**src/rtl/sm_cap_pkg.sv**
```systemverilog
// Package sm_cap_pkg
// Shared defaults and types for the sign-magnitude capture block.
// Assumes: counter built from equal-width binary stages.
package sm_cap_pkg;
    localparam int DEF_STAGE_W  = 4;
    localparam int DEF_N_STAGES = 3;

    // Which transition an edge detector reports.
    typedef enum logic {
        EDGE_RISE = 1'b0,
        EDGE_FALL = 1'b1
    } edge_kind_e;
endpackage

```
**src/rtl/sm_edge_det.sv**
```systemverilog
// Module sm_edge_det
// Reports a chosen transition of a synchronous level input by comparing the
// current sample with the one from the previous clock.
// Assumes: sig is already synchronous to clk; after reset the stored sample
// is the line's idle level, so no false edge follows reset.
module sm_edge_det #(
    parameter sm_cap_pkg::edge_kind_e KIND = sm_cap_pkg::EDGE_RISE
) (
    input  logic clk,
    input  logic rst_n,
    input  logic sig,
    output logic hit
);
    import sm_cap_pkg::*;

    localparam logic IDLE = (KIND == EDGE_FALL);

    logic prev;

    // Keep the previous sample of the input.
    always_ff @(posedge clk) begin
        if (!rst_n) prev <= IDLE;
        else        prev <= sig;
    end

    generate
        if (KIND == EDGE_RISE) begin : g_rise
            assign hit = sig & ~prev;
        end else begin : g_fall
            assign hit = ~sig & prev;
        end
    endgenerate
endmodule

```
**src/rtl/sm_cnt_stage.sv**
```systemverilog
// Module sm_cnt_stage
// One binary stage of the cascaded counter; clear wins over enable.
// Assumes: enable already includes the carry-in from lower stages.
module sm_cnt_stage #(
    parameter int W = 4
) (
    input  logic         clk,
    input  logic         rst_n,
    input  logic         clr,
    input  logic         en,
    output logic [W-1:0] q,
    output logic         full
);
    // Stage register: clear, then step.
    always_ff @(posedge clk) begin
        if (!rst_n || clr) q <= '0;
        else if (en)       q <= q + 1'b1;
    end

    assign full = &q;

    p_stage_clear_r3: assert property (@(posedge clk) disable iff (!rst_n)
        clr |=> (q == '0));
endmodule

```
**src/rtl/sm_bin_counter.sv**
```systemverilog
// Module sm_bin_counter
// Cascaded binary counter with a registered one-cycle wrap pulse.
// Assumes: inc is a single-cycle event; clr has priority over inc.
module sm_bin_counter #(
    parameter int STAGE_W  = sm_cap_pkg::DEF_STAGE_W,
    parameter int N_STAGES = sm_cap_pkg::DEF_N_STAGES
) (
    input  logic                        clk,
    input  logic                        rst_n,
    input  logic                        clr,
    input  logic                        inc,
    output logic [STAGE_W*N_STAGES-1:0] count,
    output logic                        carry
);
    localparam int CNT_W = STAGE_W * N_STAGES;

    logic [N_STAGES:0]   chain;
    logic [N_STAGES-1:0] full;

    assign chain[0] = inc;

    generate
        for (genvar i = 0; i < N_STAGES; i++) begin : g_stage
            sm_cnt_stage #(.W(STAGE_W)) u_stage (
                .clk   (clk),
                .rst_n (rst_n),
                .clr   (clr),
                .en    (chain[i]),
                .q     (count[i*STAGE_W +: STAGE_W]),
                .full  (full[i])
            );
            assign chain[i+1] = chain[i] & full[i];
        end
    endgenerate

    // Wrap pulse, suppressed when a clear lands on the same edge.
    always_ff @(posedge clk) begin
        if (!rst_n) carry <= 1'b0;
        else        carry <= chain[N_STAGES] & ~clr;
    end

    p_clear_wins_r3: assert property (@(posedge clk) disable iff (!rst_n)
        clr |=> (count == '0) && !carry);
    p_step_r2: assert property (@(posedge clk) disable iff (!rst_n)
        (inc && !clr) |=> (count == CNT_W'($past(count) + 1'b1)));
    p_idle_r2: assert property (@(posedge clk) disable iff (!rst_n)
        (!inc && !clr) |=> $stable(count));
    p_carry_zero_r4: assert property (@(posedge clk) disable iff (!rst_n)
        carry |-> (count == '0));
    p_carry_single_r4: assert property (@(posedge clk) disable iff (!rst_n)
        carry |=> !carry);
endmodule

```
**src/rtl/sm_status_flag.sv**
```systemverilog
// Module sm_status_flag
// Set/reset flag framing a conversion; set wins when both arrive together.
// Assumes: set and clr are single-cycle edge events.
module sm_status_flag (
    input  logic clk,
    input  logic rst_n,
    input  logic set,
    input  logic clr,
    output logic flag
);
    // Flag register.
    always_ff @(posedge clk) begin
        if (!rst_n)   flag <= 1'b0;
        else if (set) flag <= 1'b1;
        else if (clr) flag <= 1'b0;
    end

    p_set_r7: assert property (@(posedge clk) disable iff (!rst_n)
        set |=> flag);
    p_clear_r7: assert property (@(posedge clk) disable iff (!rst_n)
        (clr && !set) |=> !flag);
    p_hold_r8: assert property (@(posedge clk) disable iff (!rst_n)
        (!set && !clr) |=> $stable(flag));
endmodule

```
**src/rtl/sm_out_reg.sv**
```systemverilog
// Module sm_out_reg
// Holding register for the captured result.
// Assumes: load is a single-cycle event.
module sm_out_reg #(
    parameter int W = 14
) (
    input  logic         clk,
    input  logic         rst_n,
    input  logic         load,
    input  logic [W-1:0] d,
    output logic [W-1:0] q
);
    // Capture on load, otherwise hold.
    always_ff @(posedge clk) begin
        if (!rst_n)    q <= '0;
        else if (load) q <= d;
    end

    p_hold_r6: assert property (@(posedge clk) disable iff (!rst_n)
        !load |=> $stable(q));
endmodule

```
**src/rtl/signmag_capture.sv**
```systemverilog
// Module signmag_capture
// Counter and output register for a dual-slope converter, producing a
// sign-magnitude word: polarity on top, overrange below it, count beneath.
// Assumes: all inputs synchronous to clk; eoc_n and conv_n are active low.
module signmag_capture #(
    parameter int STAGE_W  = sm_cap_pkg::DEF_STAGE_W,
    parameter int N_STAGES = sm_cap_pkg::DEF_N_STAGES
) (
    input  logic                          clk,
    input  logic                          rst_n,
    input  logic                          cnt_clr,
    input  logic                          pulse_in,
    input  logic                          eoc_n,
    input  logic                          conv_n,
    input  logic                          pol_pos,
    input  logic                          ovr_in,
    output logic [STAGE_W*N_STAGES+1:0]   word,
    output logic                          busy,
    output logic                          carry
);
    import sm_cap_pkg::*;

    localparam int CNT_W  = STAGE_W * N_STAGES;
    localparam int WORD_W = CNT_W + 2;

    logic             pulse_rise;
    logic             eoc_fall;
    logic             conv_fall;
    logic [CNT_W-1:0] count;

    sm_edge_det #(.KIND(EDGE_RISE)) u_pulse_edge (
        .clk(clk), .rst_n(rst_n), .sig(pulse_in), .hit(pulse_rise));
    sm_edge_det #(.KIND(EDGE_FALL)) u_eoc_edge (
        .clk(clk), .rst_n(rst_n), .sig(eoc_n), .hit(eoc_fall));
    sm_edge_det #(.KIND(EDGE_FALL)) u_conv_edge (
        .clk(clk), .rst_n(rst_n), .sig(conv_n), .hit(conv_fall));

    sm_bin_counter #(.STAGE_W(STAGE_W), .N_STAGES(N_STAGES)) u_counter (
        .clk   (clk),
        .rst_n (rst_n),
        .clr   (cnt_clr),
        .inc   (pulse_rise),
        .count (count),
        .carry (carry)
    );

    sm_out_reg #(.W(WORD_W)) u_out (
        .clk   (clk),
        .rst_n (rst_n),
        .load  (eoc_fall),
        .d     ({pol_pos, ovr_in, count}),
        .q     (word)
    );

    sm_status_flag u_status (
        .clk   (clk),
        .rst_n (rst_n),
        .set   (conv_fall),
        .clr   (eoc_fall),
        .flag  (busy)
    );

    p_capture_r5: assert property (@(posedge clk) disable iff (!rst_n)
        eoc_fall |=> (word == {$past(pol_pos), $past(ovr_in), $past(count)}));
    p_busy_vs_word_r7: assert property (@(posedge clk) disable iff (!rst_n)
        (eoc_fall && !conv_fall) |=> !busy);
endmodule

```
**config.mk**
```make
export PLATFORM = sky130hd
export DESIGN_NAME = signmag_capture
export DESIGN_NICKNAME = d
export VERILOG_FILES = /design/src/rtl/sm_cap_pkg.sv /design/src/rtl/sm_edge_det.sv /design/src/rtl/sm_cnt_stage.sv /design/src/rtl/sm_bin_counter.sv /design/src/rtl/sm_status_flag.sv /design/src/rtl/sm_out_reg.sv /design/src/rtl/signmag_capture.sv
export SDC_FILE = /design/constraint.sdc
export NUM_CORES = 1
export LEC_CHECK = 0
export BUFFER_PORTS_ARGS = -buffer_cell sky130_fd_sc_hd__clkbuf_2
export CAP_MARGIN = 25
export CORE_ASPECT_RATIO = 0.9
export CORE_MARGIN = 8
export CORE_UTILIZATION = 35
export DETAILED_ROUTE_END_ITERATION = 8
export PLACE_DENSITY_LB_ADDON = 0.3
export RECOVER_POWER = 25
export SYNTH_ARGS = -nofsm -noshare
export SYNTH_HDL_FRONTEND = slang
export SYNTH_SLANG_ARGS = --single-unit
```
**constraint.sdc**
```tcl
create_clock -name clk -period 1.8 [get_ports clk]
set_input_delay 0.36 -clock clk [delete_from_list [all_inputs] [get_ports clk]]
set_output_delay 0.36 -clock clk [all_outputs]
set_load 0.005 [all_outputs]
```
==> metrics.txt, run 1 <==
hold endpoint=u_conv_edge.prev$_SDFF_PN1_; final worst-path cycle share=0.9040; CP top delay family=simple AND/OR/NAND/NOR gates; path type of the worst min-delay path=input pin to register; main area contributors after synthesis=dfxtp_1 (49%), nand2_1 (8.6%), a21boi_1 (6.0%); WP data arrival=1.84 ns; vias per cell=5.005; critical path endpoint category=register; max-slew violations=0; WS Path Type=register to register; Final Hold Viols=0; unrepaired setup endpoints after global routing=false; hold_sp=conv_n; worst flop-to-flop path startpoint=u_counter.g_stage[0].u_stage.q[0]$_SDFFE_PP0P_; run status=finished clean; Rel. slew slack=0.5903; post-synth top area cell=dfxtp_1; Critical Path Max Stage Delay=0.55 ns; PostCTS Resize Cnt=0; DRT Wirelength=2.673 mm; Yosys top cell area share=0.4930; largest family of logic cells by synthesized area=simple AND/OR/NAND/NOR gates; die height=72.89 µm; Pwr per Cell Area=898.6 mW/mm²; Seq/Total Area, Yosys=0.4930; fraction of the mapped netlist area in simple logic gates=0.2455; Clk pin slew, worst setup/hold paths=0.06 ns; reg2reg setup slack=0.17 ns; Critical Path Fanout Max=11; largest net degree at the start of global routing=19; Hold Buf Count CTS=0; GPL Wtd Cong=0.8015; XOR/XNOR share of the synthesized area=0.01392; top_reg_cell synth=dfxtp_1; WL/cell=12.61 µm; setup violators final=0; Synth Cell Area=0.001259 mm²; Post-synth EDFFs=0; initial DRC count=39; Worst Hold Path Cells=2; ANT cells=0; CTS Sinks=31; count of cell types in the netlist=33; max-capacitance violation count=0; CTS max path bufs=2; IO Port Bufs=23; initial antenna violation count=0; Critical R2R Capture=u_counter.g_stage[1].u_stage.q[3]$_SDFFE_PP0P_; setup TNS=0 ns; Synthesized Nets=151; Lkg Pwr=0.5688 nW; via count of the first global-routing pass=1037; Tot GR Track Use=0.1044; GRT overflow=0; Layout area overhead=19.98%; Setup Fix Bufs, Post-CTS=0; reg2reg path depth=4; Top-Level Pins=24; Syn Area/Cell=8.991 µm²; worst-margin pin slew=0.6145 ns; clk_skew=0.005560 ns; most frequent cells in the layout=dfxtp_1 (31), nand2_1 (29), clkbuf_2 (17), a21boi_1 (10), a21oi_1 (9); Syn Inst Count=140; vias post-DR=1061; HPWL after detailed placement=2.027 mm; post-synthesis mux area share=0.007952; first-pass GRT wire length=4.726 mm; Async SR Flop Fraction=0; yosys warns=0; core footprint=0.003403 mm²; Area after DPL=0.001421 mm²; nets@finish=178; CTS tree=built; most common library cell in the layout ignoring fill and taps=dfxtp_1; Crit-path slowest cell=or4_1; Yosys reg bits=31; Critical path buffers and inverters=0; total CTS buffers=5; CP Launch Type=register; H-tree Lvls=2; die width=79.22 µm; Die ar.=0.005774 mm²; antenna-violating nets left=0; fillcell total=354; design area=0.001510 mm²; DRC=0; fraction of layout cells with a size suffix above 1=0.1667; CTS root buf=clkbuf_8; fmax=614.6 MHz; clock latency on the worst-skew pair=0.28 ns; Initial Utilization=0.3699; VDD IR max=0.0005199 V; Cell Rows=20; crit path time final=1.627 ns; critical path cell sequence=ha_1 -> nand3b_1 -> or4_1 -> a21oi_1; Adder-Cell Fraction of Synth Area=0.02982; complex-gate fraction of the synthesized area=0.1769; drt pass-1 iters=4; worst endpoint required time=2.02 ns
[area by class of cell]
| class | count | area [µm²] | share of cell area |
|---|---|---|---|
| repair buffers | 26 | 126.4 | 0.08368 |
| inverters | 3 | 11.26 | 0.007456 |
| multi-input cells | 100 | 596.8 | 0.3952 |
| well taps | 44 | 55.05 | 0.03645 |
| flip-flops and latches | 31 | 620.6 | 0.4109 |
| clock buffers | 8 | 100.1 | 0.06628 |
[logic make-up (layout without fill, tap and decap cells)]
logic type	after synthesis	count (layout)
DFF	31	31
AOI/OAI and AO/OA	33	33
muxes	1	1
xor gates and xnor gates	2	2
buffers and inverters	9	37
and+or+nand+nor	61	61
adders and majority gates	3	3
[power breakdown]
group	switching, mW	total, mW	internal, mW
combinational	0.0370	0.0638	0.0268
sequential	0.00558	0.701	0.696
clock	0.244	0.592	0.348
[through the flow]
step / total power, mW / setup WS (ns) / std cells / util / hold slack, ns
after CTS: 1.377 / 0.1688 / 212 / 0.4471 / 0.2804
after global routing: 1.418 / 0.002340 / 212 / 0.4438 / 0.2907
final: 1.357 / 0.1728 / 212 / 0.4438 / 0.2808
after global placement: 0.7794 / 0.2738 / 204 / 0.4176 / 0.4409
after detailed placement: 0.7826 / 0.1880 / 204 / 0.4176 / 0.4470
after floorplan: 0.7522 / 0.3500 / 140 / - / 0.4330
[state kept, by name (all words and copies together), names as in the netlist]
name                         count
u_out.q                         14
u_counter.g_stage.u_stage.q     12
u_conv_edge.prev                 1
u_counter.carry                  1
u_eoc_edge.prev                  1
u_pulse_edge.prev                1
u_status.flag                    1
[worst max path at each step]
stage	from	to	cells past startpoint
floorplan	u_counter.g_stage[0].u_stage.q[0]$_SDFFE_PP0P_	u_counter.g_stage[1].u_stage.q[3]$_SDFFE_PP0P_	5
detailed placement	u_counter.g_stage[0].u_stage.q[0]$_SDFFE_PP0P_	u_counter.g_stage[1].u_stage.q[3]$_SDFFE_PP0P_	4
CTS	u_counter.g_stage[0].u_stage.q[0]$_SDFFE_PP0P_	u_counter.g_stage[1].u_stage.q[3]$_SDFFE_PP0P_	4
global placement	u_counter.g_stage[0].u_stage.q[0]$_SDFFE_PP0P_	u_counter.g_stage[2].u_stage.q[0]$_SDFFE_PP0P_	4
global route	u_counter.g_stage[0].u_stage.q[0]$_SDFFE_PP0P_	u_counter.g_stage[2].u_stage.q[0]$_SDFFE_PP0P_	4
finish	u_counter.g_stage[0].u_stage.q[0]$_SDFFE_PP0P_	u_counter.g_stage[1].u_stage.q[3]$_SDFFE_PP0P_	4
[routing by layer]
layer,track usage,wire length [µm]
met1,0.1193,1217
met5,0,0
met2,0.1604,1187
met4,0.04928,35
met3,0.04926,233
[synthesized netlist by cell type, types with 2 or more instances]
cell type  count
a21oi_1        9
or3_1          2
nor2_1         4
nand3_1        5
inv_1          3
ha_1           3
nand2_1       29
a21boi_1      10
o21ai_0        3
clkbuf_1       5
dfxtp_1       31
nand2b_1       5
o31ai_1        4
or4_1          3
nor2b_1        3
a21boi_0       4
Power figures use the tool's default switching activity.
==> inputs of run 2 (changes only) <==
ABC_AREA = 1   (was unset)
==> run 2 against run 1 <==
Clock skew is 0.0032 ns lower. Clock power hardly changed. Area after synthesis is 3.0% lower. Sequential share of layout area is 1.5 points higher. Die area is 2.4% lower. Critical path depth is 2 higher. Largest power group unchanged.
==> metrics.txt, run 2 <==
run status=finished clean; Clk pin slew, worst setup/hold paths=0.06 ns; Initial Utilization=0.3642; Lkg Pwr=0.6459 nW; max reg flops=14; fraction of the mapped netlist area in simple logic gates=0.2582; GRT overflow=0; H-tree Lvls=2; worst-margin pin slew=0.6573 ns; GPL Wtd Cong=0.7614; core footprint=0.003353 mm²; main area contributors after synthesis=dfxtp_1 (51%), nor2_1 (13%), o21ai_0 (6.1%); Final Hold Viols=0; Post-synth top cells=nor2_1 (43), dfxtp_1 (31), nand2_1 (17); most frequent cells in the layout=nor2_1 (43), dfxtp_1 (31), clkbuf_2 (22), nand2_1 (17), o21ai_0 (15); Syn Inst Count=157; Critical Path Fanout Max=11; largest net degree at the start of global routing=19; Seq/Total Area, Yosys=0.5082; Top-Level Pins=24; Rel. slew slack=0.5618; Yosys top cell area share=0.5082; XOR/XNOR share of the synthesized area=0.007172; WS Path Type=register to register; HPWL after detailed placement=1.941 mm; most common library cell in the layout ignoring fill and taps=nor2_1; PostCTS Resize Cnt=0; critical path endpoint category=register; total CTS buffers=5; largest family of logic cells by synthesized area=simple AND/OR/NAND/NOR gates; Synthesized Nets=168; crit path time final=1.417 ns; path type of the worst min-delay path=input pin to register; VDD IR max=0.0002910 V; max-slew violations=0; Die ar.=0.005638 mm²; clk_skew=0.002340 ns; setup violators final=0; yosys warns=0; Pwr per Cell Area=974.6 mW/mm²; Yosys reg bits=31; WL/cell=11.11 µm; Post-synth EDFFs=0; most frequent cell after synthesis=nor2_1; Area after DPL=0.001359 mm²; Hold Buf Count CTS=0; die height=72.04 µm; DRC=0; final worst-path cycle share=0.7871; ANT cells=0; post-synthesis mux area share=0; Critical Path Max Stage Delay=0.38 ns; setup TNS=0 ns; CTS tree=built; design area=0.001458 mm²; critical path cell sequence=ha_1 -> nand3_2 -> nor2_2 -> nand3_1 -> nand2_1 -> nor2_1; Most flops, register=u_out.q; antenna-violating nets left=0; Tot GR Track Use=0.09977; IO Port Bufs=23; die width=78.27 µm; CTS root buf=clkbuf_8; initial antenna violation count=0; post-synth top area cell=dfxtp_1; CP Launch Type=register; Setup Fix Bufs, Post-CTS=0; worst endpoint required time=1.97 ns; drt pass-1 iters=4; top_reg_cell synth=dfxtp_1; clock latency on the worst-skew pair=0.28 ns; WP data arrival=1.59 ns; max-capacitance violation count=0; via count of the first global-routing pass=1074; fmax=705.8 MHz; Cell Rows=20; complex-gate fraction of the synthesized area=0.1199; Regs by FF count=u_out.q x14, u_counter.g_stage.u_stage.q x12; initial DRC count=45; Layout area overhead=19.36%; nets@finish=194; CTS Sinks=31; vias post-DR=1040; vias per cell=4.561; count of cell types in the netlist=20; fraction of layout cells with a size suffix above 1=0.1902; Syn Area/Cell=7.778 µm²; DRT Wirelength=2.534 mm; unrepaired setup endpoints after global routing=false; reg2reg setup slack=0.38 ns; CTS max path bufs=2; Synth Cell Area=0.001221 mm²; first-pass GRT wire length=4.457 mm; Adder-Cell Fraction of Synth Area=0.03074; Async SR Flop Fraction=0; Crit-path slowest cell=dfxtp_1
## run 2: final timing paths
kind                            cells past startpoint                                      startpoint                                              to
worst max-delay path                                6  u_counter.g_stage[0].u_stage.q[1]$_SDFFE_PP0P_  u_counter.g_stage[2].u_stage.q[2]$_SDFFE_PP0P_
worst min-delay path                                3                                           eoc_n                      u_eoc_edge.prev$_SDFF_PN1_
worst max register to register                      6  u_counter.g_stage[0].u_stage.q[1]$_SDFFE_PP0P_  u_counter.g_stage[2].u_stage.q[2]$_SDFFE_PP0P_
worst min register to register                      2                     u_conv_edge.prev$_SDFF_PN1_                      u_status.flag$_SDFFE_PN0P_
## run 2: stage by stage
step	instances	worst slack, ns	power [mW]	hold slack [ns]	util
final	228	0.3832	1.421	0.2812	0.4347
after global routing	228	0.2405	1.495	0.2937	0.4347
after CTS	228	0.3832	1.443	0.2750	0.4351
after detailed placement	220	0.3994	0.8489	0.4314	0.4052
after global placement	220	0.4926	0.8440	0.4224	0.4052
after floorplan	157	0.6685	0.8054	0.4157	-
## run 2: metal layers
metal	share of wire	GRT usage	up-vias
met4	0.018	0.05544	0
met2	0.52	0.1756	14
li1	-	-	549
met1	0.40	0.09687	472
met3	0.064	0.04198	5
met5	0	0	-
## run 2: power breakdown
group          switching, mW  leakage (nW)  internal, mW  total (mW)
sequential            0.0130         0.254         0.714       0.727
combinational         0.0607         0.341        0.0429       0.104
clock                  0.242        0.0515         0.348       0.590
## run 2: final cells by class
class	instances	area, µm²
fillers	363	1896
flip-flops and latches	31	620.6
multi-input cells	107	508.0
repair buffers	24	121.4
clock buffers	8	100.1
well taps	44	55.05
inverters	14	52.55
## run 2: cells by family after synthesis
family                   after synthesis
flip-flops                            31
AND/OR/NAND/NOR                       75
AO/OA/AOI/OAI                         28
XOR/XNOR                               1
adder cells (fa/ha/maj)                3
buffers and inverters                 19
## run 2: worst max-delay path, delay by kind of cell (launching register included)
family        cells  cell delay [ns]
fa+ha+maj         1             0.23
flops             1             0.38
simple gates      5             0.71
==> inputs of run 3 (changes only) <==
ABC_AREA = 0   (was 1)
clock period = 1.3 ns   (was 1.8 ns; I/O delays follow)
==> run 3 against run 2 <==
The run now ends with setup timing left. Non-clock buffer count is 13 higher. Critical path depth is 1 lower. Fmax is 3.6% higher. Core utilization is 6.4 points higher.
==> metrics.txt, run 3 (synthesis gave the netlist of run 1 again) <==
run status=finished, violations left; failing checks=setup timing; Layout area overhead=34.79%; IO Port Bufs=23; ANT cells=0; Critical path buffers and inverters=1; Cell Rows=20; max-slew violations=0; total CTS buffers=5; critical path cell sequence=ha_4 -> nand3b_1 -> buf_4 -> or3_1 -> a21oi_1; Setup Fix Bufs, Post-CTS=0; Clk pin slew, worst setup/hold paths=0.06 ns; Critical Path Max Stage Delay=0.35 ns; Pwr per Cell Area=1112 mW/mm²; die height=72.89 µm; vias per cell=5.031; final worst slack=-0.06787 ns; H-tree Lvls=2; NetSw=392.9 µW; Gate power share=0.056; first-pass GRT wire length=5.085 mm; Most flops, register=u_out.q; most frequent cells in the layout=nand2_1 (29), dfxtp_1 (24), clkbuf_2 (22), buf_4 (10); post-placement setup slack=-0.08547 ns; most common library cell in the layout ignoring fill and taps=nand2_1; DRT Wirelength=2.995 mm; max reg flops=14; drt pass-1 iters=4; clock latency on the worst-skew pair=0.28 ns; worst endpoint required time=1.50 ns; Top-Level Pins=24; Crit-path slowest cell=dfxtp_2; HPWL after detailed placement=2.201 mm; crit path time final=1.368 ns; WP data arrival=1.57 ns; largest net degree at the start of global routing=19; worst-margin pin slew=0.6620 ns; fraction of layout cells with a size suffix above 1=0.3296; setup TNS=-0.09974 ns; CP top delay family=simple AND/OR/NAND/NOR gates; Rel. slew slack=0.5587; WL/cell=13.43 µm; nets@finish=189; GRT overflow=0; DRC=0; path type of the worst min-delay path=input pin to register; antenna-violating nets left=0; via count of the first global-routing pass=1216; CTS Sinks=31; Critical Path Fanout Max=6; initial DRC count=57; CTS root buf=clkbuf_8; setup violators final=4; Switching Fraction=0.2082; max-capacitance violation count=0; vias post-DR=1122; WS Path Type=register to register; Hold Buf Count CTS=0; fmax=731.1 MHz; initial antenna violation count=0; final worst-path cycle share=1.052; Lkg Pwr=0.6409 nW; post-route insts no fill=223; clock power share=0.430; unrepaired setup endpoints after global routing=true; Initial Utilization=0.3699; Final Hold Viols=0; Seq pwr share=0.515; critical path endpoint category=register; die width=79.22 µm; GPL Wtd Cong=0.8733; VDD IR max=0.0006861 V; CP Launch Type=register; CTS tree=built; Die ar.=0.005774 mm²; Regs by FF count=u_out.q x14, u_counter.g_stage.u_stage.q x12; core footprint=0.003403 mm²; internal power=1.494 mW; clk_skew=0.002688 ns; Tot GR Track Use=0.1148; CTS max path bufs=2; DP Cell Count=215
-- run 3: cell types whose count changed in the layout (fill, tap and decap cells not counted), moves of 9 or more --
cell	before	now
nor2_1	43	4
buf_4	1	10
o21ai_0	15	3
inv_1	14	3
nand2_1	17	29
-- run 3: area by class of cell --
class	count	area (µm²)
tap	44	55.05
sequential	31	629.4
multi-input combinational	100	673.1
clock buffer	8	100.1
timing repair buffer	37	227.7
fill	355	1707
inverter	3	11.26
-- run 3: per-layer routing --
metal | part of all wire | global-route usage | routed length [µm] | vias to the layer above
met5 | 0 | 0 | 0 | -
met4 | 0.012 | 0.06366 | 36 | 0
met3 | 0.081 | 0.06650 | 242 | 5
met2 | 0.45 | 0.1759 | 1349 | 28
met1 | 0.46 | 0.1210 | 1368 | 530
li1 | - | - | - | 559
-- run 3: power groups by stage --
stage / sequential, mW / combinational [mW] / clock, mW
floorplan: 0.993 / 0.0505 / 0
global placement: 0.992 / 0.105 / 0
detailed placement: 0.992 / 0.109 / 0
CTS: 0.971 / 0.109 / 0.842
global route: 0.972 / 0.120 / 0.881
finish: 0.971 / 0.105 / 0.811
-- run 3: timing repair --
item                                   CTS  global route
setup endpoints to repair                5             7
pin swaps                                4             4
resized for setup                        5            12
endpoints found under the hold margin    0             0
-- run 3: path summary, 6_finish.rpt --
kind / to / slack (ns) / from / cells past startpoint
setup reg to reg: u_counter.g_stage[1].u_stage.q[0]$_SDFFE_PP0P_ / -0.07 / u_counter.g_stage[0].u_stage.q[0]$_SDFFE_PP0P_ / 5
hold / removal: u_conv_edge.prev$_SDFF_PN1_ / 0.18 / conv_n / 2
hold reg to reg: u_out.q[1]$_SDFFE_PN0P_ / 0.45 / u_out.q[1]$_SDFFE_PN0P_ / 2
setup / recovery: u_counter.g_stage[1].u_stage.q[0]$_SDFFE_PP0P_ / -0.07 / u_counter.g_stage[0].u_stage.q[0]$_SDFFE_PP0P_ / 5
-- run 3: per-stage QoR --
| stage | total power, mW | utilization | hold slack [ns] | instance area, µm² |
|---|---|---|---|---|
| final | 1.887 | 0.4985 | 0.1829 | 1697 |
| after global routing | 1.972 | 0.4985 | 0.1952 | 1697 |
| after CTS | 1.923 | 0.4835 | 0.1795 | 1645 |
| after detailed placement | 1.101 | 0.4500 | 0.4470 | 1531 |
| after global placement | 1.097 | 0.4500 | 0.4422 | 1531 |
| after floorplan | 1.043 | - | 0.3330 | 1284 |
